`src/rtl/adc_ctl_pkg.sv`:
```
package adc_ctl_pkg;
   // setup word field positions
   localparam int SEL_LSB   = 0;
   localparam int DIV_LSB   = 8;
   localparam int SCAN_BIT  = 16;
   localparam int PWR_BIT   = 21;
   localparam int LAUNCH_LSB = 24;
   localparam int POL_BIT   = 27;
   localparam logic [31:0] SETUP_WMASK = 32'h0F21_FFFF;
   // result word field positions
   localparam int RES_LSB   = 4;
   localparam int CHN_LSB   = 24;
   localparam int OVR_BIT   = 27;
   localparam int DONE_BIT  = 31;
   // launch codes
   localparam logic [2:0] LAUNCH_NONE = 3'd0;
   localparam logic [2:0] LAUNCH_NOW  = 3'd1;
   localparam logic [2:0] LAUNCH_EXT0 = 3'd2;
endpackage

```
`src/rtl/adc_clkdiv.sv`:
```
module adc_clkdiv #(
   parameter int DIV_W = 8
) (
   input  logic             clk,
   input  logic             rst_n,
   input  logic             run,
   input  logic             restart,
   input  logic [DIV_W-1:0] div,
   output logic             tick
);
   logic [DIV_W-1:0] cnt_q;

   assign tick = run && (cnt_q >= div);

   always_ff @(posedge clk or negedge rst_n) begin
      if (!rst_n)                cnt_q <= '0;
      else if (restart || !run)  cnt_q <= '0;
      else if (cnt_q >= div)     cnt_q <= '0;
      else                       cnt_q <= cnt_q + 1'b1;
   end
endmodule

```
`src/rtl/adc_trig_edge.sv`:
```
module adc_trig_edge #(
   parameter int NTRIG = 6
) (
   input  logic             clk,
   input  logic             rst_n,
   input  logic [NTRIG-1:0] trig_in,
   output logic [NTRIG-1:0] rise,
   output logic [NTRIG-1:0] fall
);
   logic [NTRIG-1:0] meta_q, sync_q, last_q;

   always_ff @(posedge clk or negedge rst_n) begin
      if (!rst_n) begin
         meta_q <= '0;
         sync_q <= '0;
         last_q <= '0;
      end else begin
         meta_q <= trig_in;
         sync_q <= meta_q;
         last_q <= sync_q;
      end
   end

   assign rise = sync_q & ~last_q;
   assign fall = ~sync_q & last_q;
endmodule

```
`src/rtl/adc_chan_sel.sv`:
```
module adc_chan_sel #(
   parameter int NCH  = 8,
   parameter int CH_W = 3
) (
   input  logic [NCH-1:0]  mask,
   input  logic [CH_W-1:0] cur,
   output logic [CH_W-1:0] first,
   output logic [CH_W-1:0] nxt
);
   logic got_first, got_next;

   always_comb begin
      first     = '0;
      got_first = 1'b0;
      for (int i = 0; i < NCH; i++) begin
         if (!got_first && mask[i]) begin
            first     = CH_W'(i);
            got_first = 1'b1;
         end
      end
      nxt      = first;
      got_next = 1'b0;
      for (int i = 0; i < NCH; i++) begin
         if (!got_next && mask[i] && (i > int'(cur))) begin
            nxt      = CH_W'(i);
            got_next = 1'b1;
         end
      end
   end
endmodule

```
`src/rtl/adc_ctl_top.sv`:
```
module adc_ctl_top
   import adc_ctl_pkg::*;
#(
   parameter int NCH       = 8,
   parameter int RES_W     = 12,
   parameter int NTRIG     = 6,
   parameter int CONV_CLKS = 65,
   parameter int DIV_W     = 8,
   localparam int CH_W     = $clog2(NCH),
   localparam int CNT_W    = $clog2(CONV_CLKS)
) (
   input  logic             clk,
   input  logic             rst_n,
   input  logic             bus_wr,
   input  logic             bus_rd,
   input  logic             bus_addr,
   input  logic [31:0]      bus_wdata,
   output logic [31:0]      bus_rdata,
   input  logic [NTRIG-1:0] ext_trig,
   output logic             cclk_en,
   output logic [CH_W-1:0]  cnv_chan,
   output logic             cnv_start,
   input  logic [RES_W-1:0] cnv_data
);
   generate
      if (NCH < 2 || NCH > 8)       begin : g_bad_nch   $error("NCH must be 2..8");      end
      if (NTRIG < 1 || NTRIG > 6)   begin : g_bad_trig  $error("NTRIG must be 1..6");    end
      if (RES_W < 1 || RES_W > 12)  begin : g_bad_res   $error("RES_W must be 1..12");   end
      if (DIV_W < 1 || DIV_W > 8)   begin : g_bad_div   $error("DIV_W must be 1..8");    end
      if (CONV_CLKS < 2)            begin : g_bad_conv  $error("CONV_CLKS must be >= 2"); end
   endgenerate

   // registers
   logic [31:0]      setup_q;
   logic             busy_q, start_q, done_q, ovr_q;
   logic [CNT_W-1:0] ccnt_q;
   logic [CH_W-1:0]  chan_q, res_chan_q;
   logic [RES_W-1:0] result_q;

   // strobes
   logic wr_setup, rd_result;
   assign wr_setup  = bus_wr && !bus_addr;
   assign rd_result = bus_rd && bus_addr;

   logic [31:0] setup_new;
   assign setup_new = bus_wdata & SETUP_WMASK;

   // decoded fields
   logic [NCH-1:0]   mask_raw, mask_new_raw, eff_mask, pick_mask;
   logic [DIV_W-1:0] div;
   logic             scan_on, pwr_on, pol_rise;
   logic [2:0]       launch;
   assign mask_raw     = setup_q[SEL_LSB +: NCH];
   assign mask_new_raw = setup_new[SEL_LSB +: NCH];
   assign eff_mask     = (mask_raw == '0) ? NCH'(1) : mask_raw;
   assign pick_mask    = wr_setup ? ((mask_new_raw == '0) ? NCH'(1) : mask_new_raw) : eff_mask;
   assign div          = setup_q[DIV_LSB +: DIV_W];
   assign scan_on      = setup_q[SCAN_BIT];
   assign pwr_on       = setup_q[PWR_BIT];
   assign launch       = setup_q[LAUNCH_LSB +: 3];
   assign pol_rise     = setup_q[POL_BIT];

   // sub blocks
   logic tick, go;
   logic [CH_W-1:0] first_ch, next_ch, go_chan;
   logic [NTRIG-1:0] rise, fall;

   adc_clkdiv #(.DIV_W(DIV_W)) clkdiv_i (
      .clk(clk), .rst_n(rst_n), .run(pwr_on), .restart(go), .div(div), .tick(tick)
   );

   adc_trig_edge #(.NTRIG(NTRIG)) trig_i (
      .clk(clk), .rst_n(rst_n), .trig_in(ext_trig), .rise(rise), .fall(fall)
   );

   adc_chan_sel #(.NCH(NCH), .CH_W(CH_W)) pick_i (
      .mask(pick_mask), .cur(chan_q), .first(first_ch), .nxt(next_ch)
   );

   // trigger selection
   logic [7:0] rise_pad, fall_pad;
   logic [2:0] trig_idx;
   logic       trig_hit, conv_end;
   assign rise_pad = 8'(rise);
   assign fall_pad = 8'(fall);
   assign trig_idx = launch - LAUNCH_EXT0;
   assign trig_hit = !busy_q && pwr_on && !scan_on && (launch >= LAUNCH_EXT0) &&
                     (pol_rise ? rise_pad[trig_idx] : fall_pad[trig_idx]);
   assign conv_end = busy_q && tick && (ccnt_q == CNT_W'(CONV_CLKS - 1));

   // launch decision
   always_comb begin
      go      = 1'b0;
      go_chan = first_ch;
      if (wr_setup) begin
         go = setup_new[PWR_BIT] &&
              (busy_q || setup_new[SCAN_BIT] || setup_new[LAUNCH_LSB +: 3] == LAUNCH_NOW);
      end else if (conv_end) begin
         go      = scan_on && pwr_on;
         go_chan = next_ch;
      end else if (trig_hit) begin
         go = 1'b1;
      end
   end

   always_ff @(posedge clk or negedge rst_n) begin
      if (!rst_n) begin
         setup_q    <= '0;
         busy_q     <= 1'b0;
         start_q    <= 1'b0;
         ccnt_q     <= '0;
         chan_q     <= '0;
         res_chan_q <= '0;
         result_q   <= '0;
         done_q     <= 1'b0;
         ovr_q      <= 1'b0;
      end else begin
         start_q <= go;
         if (wr_setup) setup_q <= setup_new;

         if (go)                       busy_q <= 1'b1;
         else if (wr_setup || conv_end) busy_q <= 1'b0;

         if (go)                  ccnt_q <= '0;
         else if (busy_q && tick) ccnt_q <= ccnt_q + 1'b1;

         if (go) chan_q <= go_chan;

         if (wr_setup) begin
            done_q <= 1'b0;
            ovr_q  <= 1'b0;
         end else if (conv_end) begin
            result_q   <= cnv_data;
            res_chan_q <= chan_q;
            done_q     <= 1'b1;
            ovr_q      <= scan_on && done_q && !rd_result;
         end else if (rd_result) begin
            done_q <= 1'b0;
            ovr_q  <= 1'b0;
         end
      end
   end

   logic [31:0] result_word;
   always_comb begin
      result_word                 = '0;
      result_word[DONE_BIT]       = done_q;
      result_word[OVR_BIT]        = ovr_q;
      result_word[CHN_LSB +: 3]   = 3'(res_chan_q);
      result_word[RES_LSB +: 12]  = 12'(result_q);
   end

   assign bus_rdata = bus_addr ? result_word : setup_q;
   assign cclk_en   = tick;
   assign cnv_chan  = chan_q;
   assign cnv_start = start_q;
endmodule

```
`config.mk`:
```
export PLATFORM = sky130hd
export DESIGN_NAME = adc_ctl_top
export DESIGN_NICKNAME = d
export VERILOG_FILES = /design/src/rtl/adc_ctl_pkg.sv /design/src/rtl/adc_clkdiv.sv /design/src/rtl/adc_trig_edge.sv /design/src/rtl/adc_chan_sel.sv /design/src/rtl/adc_ctl_top.sv
export SDC_FILE = /design/constraint.sdc
export NUM_CORES = 1
export LEC_CHECK = 0
export BUFFER_PORTS_ARGS = -buffer_cell sky130_fd_sc_hd__buf_4
export CORE_MARGIN = 5
export CORE_UTILIZATION = 54
export DETAILED_ROUTE_END_ITERATION = 7
export HOLD_SLACK_MARGIN = 0.03
export PLACE_DENSITY_LB_ADDON = 0.25
export SLEW_MARGIN = 5
export SYNTH_ARGS = -nofsm -noshare
export SYNTH_HDL_FRONTEND = slang
export SYNTH_HIERARCHICAL = 1
export SYNTH_SLANG_ARGS = --single-unit
```
`constraint.sdc`:
```
create_clock -name clk -period 3.3 [get_ports clk]
set_input_delay 0 -clock clk [delete_from_list [all_inputs] [get_ports clk]]
set_output_delay 0 -clock clk [all_outputs]
set_load 0.02 [all_outputs]
```
# [After elaboration in Yosys (flattened, before gate mapping)]
# Index checks and enable logic that the tools add are counted.
[totals] elab_cells=146 input_bits=55 regBits=77 output_inout_bits=37
[op_classes] magnitude_cmp=10 mux=52 bitwise_logic=5 addsub=3 reduce_logical=61 n_eq_ne=2
[ops] operator="3-bit two-way mux" count=15
[ops] operator="8-bit two-way mux" count=5
[ops] operator="1-bit logical AND" count=33
[ops] operator="32-bit two-way mux" count=1
[ops] operator="1-bit two-way mux" count=27
[ops] operator="1-bit zero test" count=18
[ops] operator="8-bit zero test" count=2
[ops] operator="7-bit two-way mux" count=2
[ops] operator="6-bit bitwise AND" count=2
[ops] operator="3-bit > comparator (first input constant)" count=4
[ops] operator="6-bit NOT" count=2
[ops] operator="8-bit by 1-bit adder with 8-bit output (second input constant)" count=1
[ops] operator="8-bit >= comparator" count=1
[ops] operator="7-bit by 1-bit adder with 7-bit output (second input constant)" count=1
[ops] operator="7-bit equality test (second input constant)" count=1
[ops] operator="1-bit binary-select mux with 3-bit select" count=2
[ops] operator="2-bit by 3-bit > comparator with 1-bit output (first input constant)" count=2
[ops] operator="1-bit logical OR" count=4
[ops] operator="3-bit by 4-bit < comparator with 1-bit output (second input constant)" count=1
[ops] operator="2-bit nonzero test" count=2
[ops] operator="3-bit by 1-bit equality test with 1-bit output (second input constant)" count=1
[ops] operator="3-bit by 2-bit >= comparator with 1-bit output (second input constant)" count=1
[ops] operator="1-bit by 3-bit > comparator with 1-bit output (first input constant)" count=1
[ops] operator="3-bit nonzero test" count=1
[ops] operator="other kinds (3)" count=3

# [Depth between registers and ports, before layout]
[logic_depth] word_depth=34 ltp_mapped=14 ltp_nobuf=13

# [Modules after synthesis]
# The synthesis kept the hierarchy.
[modules_own_cells] mod="adc_ctl_top" cells_each=259 seq_area_each_um2=1276.2 area_per_inst_um2=2650.0 instances=1
[modules_own_cells] mod="adc_clkdiv" cells_each=58 seq_area_each_um2=200.2 area_per_inst_um2=578.1 instances=1
[modules_own_cells] mod="adc_trig_edge" cells_each=30 seq_area_each_um2=450.4 area_per_inst_um2=555.5 instances=1
[modules_own_cells] mod="adc_chan_sel" cells_each=44 seq_area_each_um2=0.0 area_per_inst_um2=271.5 instances=1

# [Worst setup path after synthesis]
# No wires, ideal clock.
[synth_path] path_kind="register to register" start="register clkdiv_i.cnt_q[7]" end="register clkdiv_i.cnt_q[2]" setup_ps=72 path_buffers=1 synth_period_minus_slack_ps=3104 slack_ps=196 t_arrival_ps=3032 t_required_ps=3228 path_stages_with_launch=13 path_cell_list="dfrtp_1 > ha_1 > nand4_1 > or3_1 > a21oi_1 > nand4b_1 > a211oi_1 > o22a_2 > a211oi_2 > buf_6 > a2111oi_4 > o31ai_2 > nor2_1"
[synth_between] elab_chain_len=8 word_cells_on_any_way=9 classes_between="1 x order compare; 4 x mux; 4 x reduce/logical"
[synth_lines] item="start: declaration" line_no="adc_clkdiv.sv:11" text="logic [DIV_W-1:0] cnt_q;"
[synth_lines] item="start signal: assignment" line_no="adc_clkdiv.sv:19" text="else cnt_q <= cnt_q + 1'b1;"
[synth_lines] item="8-bit >= comparator" line_no="adc_clkdiv.sv:13" text="assign tick = run && (cnt_q >= div);"
[synth_lines] item="1-bit logical AND" line_no="adc_clkdiv.sv:13"
[synth_lines] item="via cclk_en" line_no="adc_ctl_top.sv:20" text="output logic cclk_en,"
[synth_lines] item="1-bit logical AND (2 in series)" line_no="adc_ctl_top.sv:89" text="assign conv_end = busy_q && tick && (ccnt_q == CNT_W'(CONV_CLKS - 1));"
[synth_lines] item="1-bit two-way mux" line_no="adc_ctl_top.sv:98" text="end else if (conv_end) begin"
[synth_lines] item="1-bit two-way mux" line_no="adc_ctl_top.sv:95" text="if (wr_setup) begin"
[synth_lines] item="via go" line_no="adc_ctl_top.sv:64" text="logic tick, go;"
[synth_lines] item="1-bit logical OR" line_no="adc_clkdiv.sv:17" text="else if (restart || !run) cnt_q <= '0;"
[synth_lines] item="8-bit two-way mux" line_no="adc_clkdiv.sv:17"
# The timed path passes the listed nets, and every way through them passes these cells.
# A chain may end at the register's enable or synchronous reset.

# [Worst setup path after layout]
[layout_path] start="register clkdiv_i.cnt_q[0]" end="register chan_q[1] (netlist: cnv_chan[1])"
[layout_between] elab_chain_len=6 word_cells_on_any_way=8 classes_between="1 x order compare; 4 x mux; 3 x reduce/logical"
[layout_lines] item="8-bit >= comparator *" line_no="adc_clkdiv.sv:13"
[layout_lines] item="1-bit logical AND *" line_no="adc_clkdiv.sv:13"
[layout_lines] item="1-bit logical AND * (2 in series)" line_no="adc_ctl_top.sv:89"
[layout_lines] item="3-bit two-way mux or 1-bit two-way mux (tied branches)" line_no="adc_ctl_top.sv:98"
[layout_lines] item="3-bit two-way mux or 1-bit two-way mux (tied branches)" line_no="adc_ctl_top.sv:95"
[layout_lines] item="end signal: assignment" line_no="adc_ctl_top.sv:127" text="if (go) chan_q <= go_chan;"
[layout_lines] item="end: declaration" line_no="adc_ctl_top.sv:37" text="logic [CH_W-1:0] chan_q, res_chan_q;"
# Mark *: on every way between the ends. The rest lies on a longest branch, timed or not.

==> results.cfg <==
[routing]
wl_per_cell_microns = 15.8
viasPerCell = 5.28
drc = 0
wl_microns = 9630
ant_nets = 0
drt_iter0_markers = 121
vias = 3212
firstDrtPassIters = 4

[critical_path]
max_stage_delay_ps = 460
worst-path-max-fanout = 12
cp-start-kind = flop
path_cells = inv_1, ha_1, nand2b_1, a2111oi_2, or3_1, a21oi_1, nand4b_1, a211oi_1, o22a_2, a211oi_4, buf_4, mux2_2
worstSetupEndpointType = flop
cp.required_ps = 3530
crit_arrival_ps = 3380
crit_slowest_cell = a2111oi_2
crit_type = reg -> reg

[global_routing]
grt_pass1_vias = 3357
grtUsageTotal_pct = 21.3
grt_overflow = 0
use_met1_pct = 26.6
grt_busiest_layer = met2
use_met3_pct = 3.74
grt_pass1_wl_microns = 16400
antenna_found_initial = 0
grt_max_degree = 78
grt_use_met2_pct = 36.6

[sta]
clock_skew_ps = 9.44
hold_violations = 0
slew_violations = 0
tightest_slew_ps = 949
timing.hold.ws_ps = 91.9
setup_viol = 0
fmax_mhz = 317
timing.final.crit_share_pct = 95.6
post-route-min-period_ps = 3160
timing.slew.headroom_pct = 36.8

[logic_synthesis]
synth-seq-area-share_pct = 47.5
synth_area_leaders = dfrtp_1, mux2_2, nand2_1, ha_1, and2b_2
dominantRegCellSynth = dfrtp_1
ys_ff_latch = 77
synth_top_area_share_pct = 47.5
synth_edf_count = 0
async_reset_ff_share_pct = 100
syn_avg_cell_area_sq_um = 10.4
synth_cell_types = 58
synth_area_sq_um = 4060
synth_cells = 391
yosysWarningCount = 6
synth_top_area_cell = dfrtp_1

[clock_network]
cts_buffers = 9
clock_latency_ps = 350
post_cts_buffers = 0
cts.sinks = 77
htreeDepth = 3
cts_tree = yes
root_buffer = clkbuf_8
clk_pin_slew_ps = 80
clock_path_buffers = 2

[placed_design]
hpwlAfterDp_microns = 6370
dpl.cell_count = 552
gp_congestion = 0.862
dpl-instance-area_sq_um = 4630
io_buffers = 72

[finish]
stdcell_count = 608
fillers = 535
drive_above_1_share_pct = 31.4
n_antenna_cell = 0
seqCellArea_sq_um = 1930
final_cell_area_sq_um = 5300
multi_input_area_sq_um = 1960
area_growth_pct = 30.6
layout_commonest_cell = nand2_1
fin_nets = 573
layout_common_cells = nand2_1, dfrtp_1, buf_4, dlygate4sd3_1, mux2_2

[pwr]
power.leakage_nw = 2.58
power_density_nw_per_um2 = 502
ir_drop_v = 0.000426

[floorplan]
die_area_sq_um = 9340
core_sq_um = 7290
io_pins = 92
start_util_pct = 55.6
rows = 31
chipHeight_microns = 96.7
chipWidth_microns = 96.7

[run_status]
status = completed

[hold_path]
min_path_type = in -> reg

[flow_run]
drv_cap = 0
[what timing repair did]
| item | 4_1_cts | 5_1_grt |
|---|---|---|
| gates resized for setup | 0 | 2 |
| hold endpoints to repair | 119 | 0 |
| setup endpoints to repair | 0 | 6 |
| hold buffers | 42 | 0 |
[metal layers]
layer,up-vias,share of wire [%]
met5,-,0
met4,0,1.8
met3,14,3.9
met2,102,51
met1,1552,43
li1,1544,-
[per-stage QoR]
stage	utilization, %	setup WS (ps)	power, mW	setup TNS, ps
after floorplan	-	196	1.55	0
after global placement	63.5	282	1.75	0
after detailed placement	63.5	191	1.76	0
after CTS	72.5	132	2.66	0
after global routing	72.6	-25.8	2.80	-62.0
final	72.6	144	2.66	0
[power by group]
group          switching (mW)  internal, mW
sequential              0.105          1.02
clock                   0.344         0.515
combinational           0.347         0.326
total                   0.797          1.86
[path summary, 6_finish.rpt]
| check | endpoint | slack [ps] | cells after the start | start |
|---|---|---|---|---|
| worst min-delay path | ovr_q$_DFFE_PN0P_ | 90 | 2 | bus_addr |
| worst max-delay path | cnv_chan[1]$_DFFE_PN0P_ | 140 | 12 | clkdiv_i/cnt_q[0]$_DFF_PN0_ |
| min in group asynchronous | trig_i/sync_q[4]$_DFF_PN0_ | 320 | 2 | rst_n |
| worst max register to register | cnv_chan[1]$_DFFE_PN0P_ | 140 | 12 | clkdiv_i/cnt_q[0]$_DFF_PN0_ |
| max in group asynchronous | setup_q[4]$_DFFE_PN0P_ | 2350 | 2 | rst_n |
| worst min register to register | trig_i/sync_q[4]$_DFF_PN0_ | 350 | 0 | trig_i/meta_q[4]$_DFF_PN0_ |
[flip-flops by register name (all words and copies together) (netlist names)]
| name | flops |
|---|---|
| result_q | 12 |
| done_q | 1 |
| trig_i/meta_q | 6 |
| cnv_start | 1 |
| cnv_chan | 3 |
| setup_q | 22 |
| trig_i/sync_q | 6 |
| ovr_q | 1 |
| busy_q | 1 |
| res_chan_q | 3 |
| ccnt_q | 7 |
| clkdiv_i/cnt_q | 8 |
| trig_i/last_q | 6 |
[cell type report]
type                    count  area share [%]
clock inverters             4            1.84
multi-input cells         285            37.0
clock buffers              10            2.60
repair buffers            119            18.8
flip-flops and latches     77            36.4
well taps                  99            2.34
inverters                  14           0.992
[cell usage after synthesis (all sizes together) (4+ instances only)]
cell    number
nand2       78
dfrtp       77
mux2        38
nor2        23
inv         14
buf         13
and2b       12
ha          12
nor2b       11
clkbuf      10
nand3        9
o21ai        9
xor2         9
a21oi        7
nor3         7
a21o         4
and3         4
nand4        4
[cells by family (layout without fill, tap and decap cells)]
| family | Yosys count | count (layout) | share of synthesized area (%) |
|---|---|---|---|
| multiplexers | 41 | 41 | 11.4 |
| adder cells (fa/ha/maj) | 12 | 12 | 3.70 |
| buffers and inverters | 37 | 147 | 5.40 |
| AO/OA/AOI/OAI | 49 | 49 | 9.44 |
| AND/OR/NAND/NOR | 162 | 162 | 19.9 |
| flip-flops | 77 | 77 | 47.5 |
| other | 1 | 9 | 0.0925 |
| XOR/XNOR | 12 | 12 | 2.59 |
[worst max-delay path: cells and delay by family (launching register included)]
family | cells | cell delay, ps
mux | 1 | 350
compound gates | 5 | 1150
fa+ha+maj | 1 | 260
buf+inv | 2 | 310
simple gates | 3 | 550
flops | 1 | 400
Power figures use the tool's default switching activity.
